--- config.mk ---
export PLATFORM = sky130hd
export DESIGN_NAME = shsr_bank
export DESIGN_NICKNAME = d
export VERILOG_FILES = /design/src/rtl/shsr_pkg.sv /design/src/rtl/shsr_section.sv /design/src/rtl/shsr_halfcycle.sv /design/src/rtl/shsr_bank.sv
export SDC_FILE = /design/constraint.sdc
export NUM_CORES = 1
export LEC_CHECK = 0
export CORE_AREA = 2 2 40 42
export DETAILED_ROUTE_END_ITERATION = 16
export DIE_AREA = 0 0 42 44
export DONT_BUFFER_PORTS = 1
export SYNTH_ARGS = -nofsm -noshare
export SYNTH_HDL_FRONTEND = slang
export SYNTH_SLANG_ARGS = --single-unit
--- constraint.sdc ---
create_clock -name clk -period 0.8 [get_ports clk]
set_input_delay 0.04 -clock clk [delete_from_list [all_inputs] [get_ports clk]]
set_output_delay 0.04 -clock clk [all_outputs]
set_load 0.02 [all_outputs]
--- src/rtl/shsr_pkg.sv ---
package shsr_pkg;
  localparam int SHORT_LEN = 4;
  localparam int LONG_LEN  = 5;
  localparam int TAP_AT    = 4;

  function automatic int chain_len(input int s_len, input int l_len);
    return 2 * s_len + 2 * l_len;
  endfunction
endpackage

--- src/rtl/shsr_section.sv ---
module shsr_section #(
  parameter int LEN = 4,
  parameter int TAP = 0
) (
  input  logic clk,
  input  logic rst,
  input  logic din,
  output logic dout,
  output logic dtap
);
  logic [LEN-1:0] sr_q;

  always_ff @(negedge clk) begin
    if (rst) sr_q <= '0;
    else     sr_q <= {sr_q[LEN-2:0], din};
  end

  assign dout = sr_q[LEN-1];

  generate
    if (TAP > 0) begin : g_tap
      assign dtap = sr_q[TAP-1];
      if (TAP == LEN - 1) begin : g_tap_chk
        AST_TAP_TO_OUT: assert property (@(negedge clk) disable iff (rst)
          !$past(rst) |-> (dout == $past(dtap)));
      end
    end else begin : g_notap
      assign dtap = 1'b0;
    end
  endgenerate

  AST_SECTION_CLEAR: assert property (@(negedge clk)
    rst |=> (sr_q == '0));
endmodule

--- src/rtl/shsr_halfcycle.sv ---
module shsr_halfcycle (
  input  logic clk,
  input  logic rst,
  input  logic d,
  output logic q
);
  always_ff @(posedge clk) begin
    if (rst) q <= 1'b0;
    else     q <= d;
  end

  AST_LATE_CLEAR: assert property (@(posedge clk)
    rst |=> (q == 1'b0));
endmodule

--- src/rtl/shsr_bank.sv ---
module shsr_bank #(
  parameter int SHORT_LEN = shsr_pkg::SHORT_LEN,
  parameter int LONG_LEN  = shsr_pkg::LONG_LEN,
  parameter int TAP_AT    = shsr_pkg::TAP_AT
) (
  input  logic clk,
  input  logic rst,
  input  logic link_all,
  input  logic din_a,
  input  logic din_b,
  input  logic din_c,
  input  logic din_d,
  output logic dout_a,
  output logic dout_b,
  output logic tap_b,
  output logic dout_c,
  output logic dout_d,
  output logic tap_d,
  output logic dout_a_late
);
  localparam int TOTAL = shsr_pkg::chain_len(SHORT_LEN, LONG_LEN);

  logic feed_b, feed_c, feed_d;
  logic unused_a_tap, unused_c_tap;

  assign feed_b = link_all ? dout_a : din_b;
  assign feed_c = link_all ? dout_b : din_c;
  assign feed_d = link_all ? dout_c : din_d;

  shsr_section #(.LEN(SHORT_LEN), .TAP(0)) u_a (
    .clk(clk), .rst(rst), .din(din_a), .dout(dout_a), .dtap(unused_a_tap));
  shsr_section #(.LEN(LONG_LEN), .TAP(TAP_AT)) u_b (
    .clk(clk), .rst(rst), .din(feed_b), .dout(dout_b), .dtap(tap_b));
  shsr_section #(.LEN(SHORT_LEN), .TAP(0)) u_c (
    .clk(clk), .rst(rst), .din(feed_c), .dout(dout_c), .dtap(unused_c_tap));
  shsr_section #(.LEN(LONG_LEN), .TAP(TAP_AT)) u_d (
    .clk(clk), .rst(rst), .din(feed_d), .dout(dout_d), .dtap(tap_d));

  shsr_halfcycle u_late (
    .clk(clk), .rst(rst), .d(dout_a), .q(dout_a_late));

  initial begin
    assert (TOTAL >= 4) else $error("section lengths too small");
  end

  AST_LATE_FOLLOWS: assert property (@(negedge clk) disable iff (rst)
    !$past(rst) |-> (dout_a_late == dout_a));

  AST_CHAIN_LINK: assert property (@(negedge clk) disable iff (rst)
    (!$past(rst) && $past(link_all)) |-> (u_b.sr_q[0] == $past(dout_a)));
endmodule

==> results of run 1 <==
-- kinds of logic after synthesis --
family / Yosys count / share of synthesized area [%]
muxes: 3 / 5.53
and+or+nand+nor: 19 / 22.4
DFF: 19 / 70.0
buffers and inverters: 2 / 2.07
-- final cells by class --
cell class | count | area [um2] | share of cell area (%)
sequential | 19 | 402 | 55.3
tap | 16 | 20.0 | 2.76
multi-input combinational | 22 | 151 | 20.9
clock buffer | 3 | 22.5 | 3.10
timing repair buffer | 3 | 32.5 | 4.48
clock inverter | 19 | 97.6 | 13.4
-- power groups by stage --
stage	Clock, mW	Combinational [mW]	Sequential, mW
after floorplan	0.145	0.0333	0.999
after global placement	0.145	0.0292	0.999
after detailed placement	0.145	0.0308	0.999
after CTS	1.16	0.0357	0.968
after global routing	1.27	0.0382	0.968
final	1.12	0.0352	0.969
-- worst paths after layout --
kind | depth (start not counted) | endpoint | from | slack (ps)
hold reg to reg | 1 | u_a.sr_q[3] | u_a.sr_q[2] | 430
setup reg to reg | 1 | u_late.q | u_a.sr_q[3] | -220
hold / removal | 1 | u_a.sr_q[3] | rst | 140
setup / recovery | 1 | dout_a | u_a.sr_q[3] | -450
-- cell usage after synthesis --
cell type,count,share of area [%]
and2b_1,8,11
buf_4,1,1.4
dfxtp_1,19,70
inv_1,1,0.69
mux2i_1,3,5.5
nor2_1,3,2.1
nor2b_1,8,9.2
-- stage by stage --
| step | setup slack [ps] | util [%] | setup TNS [ps] | power (mW) |
|---|---|---|---|---|
| after floorplan | -200 | - | -205 | 1.18 |
| after global placement | -141 | 40.7 | -246 | 1.17 |
| after detailed placement | -151 | 40.7 | -271 | 1.18 |
| after CTS | -459 | 50.9 | -2570 | 2.17 |
| after global routing | -503 | 51.1 | -2820 | 2.28 |
| final | -447 | 51.1 | -2480 | 2.13 |
-- metal layers --
metal  vias to the layer above  track usage, %  share of wire (%)
met4                         0            13.5                  0
li1                        177               -                  -
met2                         9            18.1                 54
met5                         -               0                  0
met3                         0            5.42                4.9
met1                       161            9.33                 41
-- flip-flops by register name, indices dropped and copies added (netlist names) --
name and flops:
u_d.sr_q 5, u_a.sr_q 4, u_c.sr_q 4, u_late.q 1, u_b.sr_q 5
-- repair_timing --
action	4_1_cts	5_1_grt
endpoints found under the hold margin	1	0
gates resized for setup	7	1
cloned	0	0
hold buffers	1	0
pin swaps	0	1
endpoints found under the setup margin	8	8
==> impl_metrics.ini, run 1 <==
[detailed_routing]
drtIter0Drc = 11
viasPerCell = 4.23
wl_um = 835
dr.pass1.iters = 4
drc_errors = 0
wl_per_cell_um = 10.2
num_vias = 347
antenna_left = 0

[worst_hold_path]
hold_class = primary input to register

[power_and_ir_drop]
comb_power_share_pct = 1.7
power_density_nw_per_um2 = 2930
seq_power_share_pct = 45.6
leakage_nw = 0.391
p_sw_share_pct = 24.4
ir_drop_uv = 1320
clock_power_share_pct = 52.8
p_sw_mw = 0.519
power.internal_mw = 1.61

[final_layout]
final_cells = 82
num-nets-final = 74
final_cell_mix = inv_1, dfxtp_1, nor2b_1, and2b_1, dfxtp_4
fin_area_um2 = 726
n_antenna_cell = 0
syn_to_final_growth_pct = 33.6
layout-drive-gt1-share_pct = 19.7
layout.cells.most_common = inv_1
fill_cells = 136

[floorplan]
pin_count = 14
start_util_pct = 38.3
dieArea_um2 = 1850
die_w_um = 42
dieHeight_um = 44
rows = 14
core_um2 = 1420

[timing]
tightest_slew_ps = 123
slew_viol_final = 0
fin_worst_skew_ps = 63.8
rsz0062_at_grt = true
setup_viol = 7
holdWs_ps = 139
relSlewSlack_pct = 91.6
hold_violations = 0
fin_ws_ps = -447

[worst_setup_path]
start_kind = register
critPathBufInv = 1
arrival_ps = 1210
crit_required_ps = 760
crit_type = register to output port
slowest_delay_ps = 330
cp_top_family = flip-flops
cp-end-kind = output port
cp_slowest_cell = dfxtp_2
path_cells = buf_6
cp_max_fo = 2

[place]
dp_cells = 60
gp_congestion = 0.661
dpl_cell_area_um2 = 578
port_buffers = 0

[grt]
antenna_found_initial = 0
grt_use_total_pct = 11.3
grt_overflow = 0
grt_pass1_vias = 386
grt_max_degree = 20
grt_pass1_wl_um = 1460

[run_status]
violations = setup timing
outcome = finished, violations left

[synth]
yosysUniqueCellTypes = 7
synth-seq-area-share_pct = 70.0
syn_nets = 50
avgSynthCellArea_um2 = 12.6
synth_area_um2 = 543
synth_cells = 43
yosys_warnings = 0
ys_seq_elements = 19

[clock_tree]
post_cts_buffers = 0
cts_made_buffers = 3
clock-sinks = 19
cts_tree = done
cts_root_buf = clkbuf_4
cts_max_level = 1
clk_pin_slew_ps = 40
cts.path.max_buffers = 2
clock_latency_ps = 360

[flow_run]
drv_cap = 0
(Power assumes the default switching activity.)
==> run 2: changes to the inputs <==
ABC_AREA = 1   (was not set)
CORE_AREA = 2 2 39 41   (was 2 2 40 42)
CTS_CLUSTER_DIAMETER = 60   (was not set)
DIE_AREA = 0 0 41 43   (was 0 0 42 44)
==> run 2 against run 1 <==
Net effect: the run still ends with setup timing left; total power decreased by 4.2%; non-clock buffer count increased by 1; sequential share of layout area decreased by 2.2 points; sequential power increased by 0.7%; area after synthesis increased by 8.1%; critical path depth unchanged; register-to-register slack got worse by 60 ps; first-iteration DRC count decreased by 82%; critical endpoint unchanged.
==> impl_metrics.ini, run 2 <==
[grt]
grt_pass1_wl_um = 1490
grt_pass1_vias = 427
grt_overflow = 0
antenna_found_initial = 0
grt_max_degree = 18
grt_use_total_pct = 13.4

[floorplan]
start_util_pct = 42.4
core_um2 = 1380
dieArea_um2 = 1760
pin_count = 14
dieHeight_um = 43
rows = 14
die_w_um = 41

[final_layout]
final_cell_mix = inv_1, nor2_1, dfxtp_1
layout.cells.most_common = inv_1
layout-drive-gt1-share_pct = 16.3
n_antenna_cell = 0
fill_cells = 143
multi_input_area_um2 = 105
reg.largest.list = u_b.sr_q x5, u_d.sr_q x5
syn_to_final_growth_pct = 29.6
num-nets-final = 100
regArea_um2 = 404

[worst_setup_path]
cp_slowest_cell = dfxtp_4
crit_type = register to output port
critPathBufInv = 1
path_cells = buf_12
r2r_slack_ps = -280
cp_max_fo = 2
crit_required_ps = 760
cp-end-kind = output port
cp_top_family = flip-flops
slowest_delay_ps = 340
arrival_ps = 1220
start_kind = register

[synth]
yosysTopAreaCellShare_pct = 64.8
synthFlopType = dfxtp_1
async_flop_share_pct = 0
synth-edff-count = 0
yosys_warnings = 0
avgSynthCellArea_um2 = 8.50
synth_cells = 69
ys_seq_elements = 19
yosysUniqueCellTypes = 6
syn_nets = 76
synthTopCellsByArea = dfxtp_1, nor2_1, inv_1, nand2_1, buf_8
synth_top_cell_by_area = dfxtp_1
yosysMostFrequentCell = nor2_1
synth_area_um2 = 587
synth-seq-area-share_pct = 64.8
synthTopCellsByCount = nor2_1, inv_1, dfxtp_1, nand2_1

[power_and_ir_drop]
seq_power_share_pct = 47.9
p_sw_share_pct = 27.1
ir_drop_uv = 1580
p_sw_mw = 0.552
power.internal_mw = 1.48
power_density_nw_per_um2 = 2680
leakage_nw = 0.397
comb_power_share_pct = 2.3
power_mw = 2.04
clock_power_share_pct = 49.7

[place]
gp_congestion = 0.698
dp_hpwl_um = 535
pre_cts_ws_ps = -125
port_buffers = 0

[detailed_routing]
num_vias = 421
drc_errors = 0
wl_per_cell_um = 8.33
wl_um = 900
drtIter0Drc = 2
antenna_left = 0
dr.pass1.iters = 4
viasPerCell = 3.90

[timing]
fin_tns_setup_ps = -2580
tightest_slew_ps = 120
hold_violations = 0
setup_viol = 8
slew_viol_final = 0
fin_ws_ps = -464
fin_worst_skew_ps = 52.4
holdWs_ps = 139
relSlewSlack_pct = 92.0
rsz0062_at_grt = true

[run_status]
outcome = finished, violations left
violations = setup timing

[clock_tree]
clock-sinks = 19
cts.path.max_buffers = 2
cts_made_buffers = 3
clk_pin_slew_ps = 40
cts_max_level = 1
cts_tree = done
cts_root_buf = clkbuf_4
clock_latency_ps = 350

[flow_run]
drv_cap = 0

[worst_hold_path]
hold_class = primary input to register
[run 2: cell count changes in the layout (fill, tap and decap cells not counted), sizes merged, moves of 3 or more]
cell	delta
inv	+19
nand2	+6
nor2b	-8
and2b	-8
nor2	+19
mux2i	-3
[run 2: cell type report]
class | count | share of cell area, %
flip-flops and latches | 19 | 53.1
multi-input cells | 28 | 13.8
inverters | 19 | 9.37
clock inverters | 18 | 8.88
clock buffers | 4 | 6.25
repair buffers | 4 | 5.92
well taps | 16 | 2.63
[run 2: cells by family (layout without fill, tap and decap cells)]
group / after synthesis / count (layout) / synth area share (%)
AND/OR/NAND/NOR: 28 / 28 / 17.9
buffers and inverters: 22 / 45 / 17.3
flip-flops: 19 / 19 / 64.8
[run 2: repair_timing]
item / in CTS / in global routing
hold buffers: 1 / 0
resized for setup: 5 / 1
pin swaps: 0 / 0
hold endpoints to repair: 1 / 0
buffers inserted: 0 / 1
setup endpoints to repair: 7 / 8
[run 2: stage by stage]
step	utilization [%]	cell area [um2]	instances
global route	55.0	761	108
detailed placement	44.7	618	85
floorplan	-	601	69
global placement	44.7	618	85
CTS	54.3	752	107
finish	55.0	761	108
[run 2: path summary, 6_finish.rpt]
check,startpoint,to,cells past startpoint
setup / recovery,u_a.sr_q[3],dout_a,1
hold / removal,rst,u_b.sr_q[3],1
hold reg to reg,u_b.sr_q[2],u_b.sr_q[3],2
setup reg to reg,u_a.sr_q[3],u_late.q,3
[run 2: metal layers]
layer  vias to the layer above  wire length [um]  share of wire, %  global-route usage (%)
met5                         -                 0                 0                       0
met4                         0                33               3.7                    15.3
met3                         4                60               6.7                    5.76
met2                        11               456                51                    20.6
met1                       174               349                39                    10.6
li1                        232                 -                 -                       -
[run 2: power by group through the flow]
stage	sequential, mW	clock (mW)	combinational, mW
final	0.976	1.01	0.0475
after floorplan	1.01	0.145	0.0557
after CTS	0.976	1.06	0.0475
after global routing	0.977	1.16	0.0565
after global placement	1.01	0.145	0.0413
after detailed placement	1.01	0.145	0.0425
==> run 3: changes to the inputs <==
CELL_PAD_IN_SITES_DETAIL_PLACEMENT = 0   (was not set)
CELL_PAD_IN_SITES_GLOBAL_PLACEMENT = 1   (was not set)
CORE_AREA = 2 2 42 44   (was 2 2 39 41)
DIE_AREA = 0 0 44 46   (was 0 0 41 43)
PLACE_DENSITY_LB_ADDON = 0.1   (was not set)
==> run 3 against run 2 <==
Net effect: the flow still finishes with violations (setup timing); largest cell class unchanged; clock skew up 2.9 ps; via count is 3.8% higher; worst setup slack better by 3.4 ps; final cell count grew 0.93%; hold slack gained 2.2 ps.
==> impl_metrics.ini, run 3 (same netlist as run 2, synthesis figures left out) <==
[run_status]
outcome = finished, violations left
violations = setup timing

[timing]
fin_ws_ps = -460
fin_worst_skew_ps = 55.2
setup_viol = 8
relSlewSlack_pct = 92.0
rsz0062_at_grt = true
fin_tns_setup_ps = -2570
hold_violations = 0
tightest_slew_ps = 120
slew_viol_final = 0

[worst_setup_path]
cp_slowest_cell = dfxtp_4
cp_top_family = flip-flops
path_cells = buf_12
start_kind = register
critPathBufInv = 1
cp_max_fo = 2
crit_required_ps = 760
arrival_ps = 1220
slowest_delay_ps = 340
crit_type = register to output port
reg2reg_depth = 3
cp_num_cells = 1
cp-end-kind = output port

[floorplan]
pin_count = 14
start_util_pct = 36.4
rows = 15
core_um2 = 1610
dieHeight_um = 46
die_w_um = 44
dieArea_um2 = 2020

[clock_tree]
clock-sinks = 19
cts_root_buf = clkbuf_4
clk_pin_slew_ps = 40
cts_tree = done
cts_max_level = 1
clock_latency_ps = 360
cts_made_buffers = 3
cts.path.max_buffers = 2

[place]
dp_hpwl_um = 538
pre_cts_ws_ps = -122
port_buffers = 0
gp_congestion = 0.629
dp_cells = 85

[final_layout]
reg.largest.list = u_b.sr_q x5, u_d.sr_q x5
layout.cells.most_common = inv_1
final_cell_mix = inv_1, nor2_1, dfxtp_1
final_cells = 109
layout-drive-gt1-share_pct = 16.3
num-nets-final = 100
fill_cells = 186
syn_to_final_growth_pct = 26.7
fin_util_pct = 46.0
n_antenna_cell = 0

[power_and_ir_drop]
leakage_nw = 0.386
power_mw = 1.82
power_density_nw_per_um2 = 2440
ir_drop_uv = 1160

[flow_run]
drv_cap = 0

[grt]
grt_pass1_vias = 416
grt_overflow = 0
antenna_found_initial = 0
grt_max_degree = 18
grt_pass1_wl_um = 1450
grt_use_total_pct = 10.9

[worst_hold_path]
whs_path_depth = 1
hold_class = primary input to register

[detailed_routing]
drc_errors = 0
drtIter0Drc = 3
antenna_left = 0
num_vias = 437
viasPerCell = 4.01
wl_um = 870
dr.pass1.iters = 2
wl_per_cell_um = 7.98
[run 3: cell count changes in the layout (fill, tap and decap cells not counted), sizes merged]
| cell | before | now |
|---|---|---|
| clkbuf | 4 | 3 |
| clkinv | 0 | 1 |
[run 3: timing repair]
item,4_1_cts,5_1_grt
pin swaps,0,0
setup endpoints to repair,7,9
setup buffers,2,0
gates resized for setup,5,2
endpoints found under the hold margin,1,0
hold buffers,1,0
gates cloned,0,0
[run 3: metrics by stage]
stage | hold slack [ps] | cell area, um2
after floorplan | 219 | 601
after detailed placement | 116 | 612
after global routing | 96.3 | 743
after CTS | 125 | 739
final | 141 | 743
after global placement | 114 | 612
[run 3: area by class of cell]
cell class                 instances  area (um2)  area share, %
sequential                        19         404           54.4
timing repair buffer               4        45.0           6.06
inverter                          19        71.3           9.60
tap                               17        21.3           2.86
multi-input combinational         28         108           14.5
clock inverter                    19        71.3           9.60
clock buffer                       3        22.5           3.03
[run 3: where the power goes]
group          switching, mW  internal (mW)  total, mW  leakage [nW]
Sequential            0.0127          0.963      0.976         0.160
Combinational         0.0229         0.0256     0.0485         0.115
Clock                  0.496          0.297      0.793         0.111
[run 3: path summary, 6_finish.rpt]
path                                  start     endpoint  slack, ps
worst min register to register  u_c.sr_q[2]  u_c.sr_q[3]        390
worst max register to register  u_a.sr_q[3]     u_late.q       -280
worst min-delay path                    rst  u_a.sr_q[3]        140
worst max-delay path            u_a.sr_q[3]       dout_a       -460
[run 3: per-layer routing]
layer / share of wire, % / vias to the layer above / routed length, um / track usage, %
met5: 0 / - / 0 / 0
met4: 0 / 0 / 0 / 13.9
met3: 1.5 / 0 / 13 / 5.56
met2: 56 / 5 / 491 / 17.4
met1: 42 / 200 / 365 / 8.56
li1: - / 232 / - / -
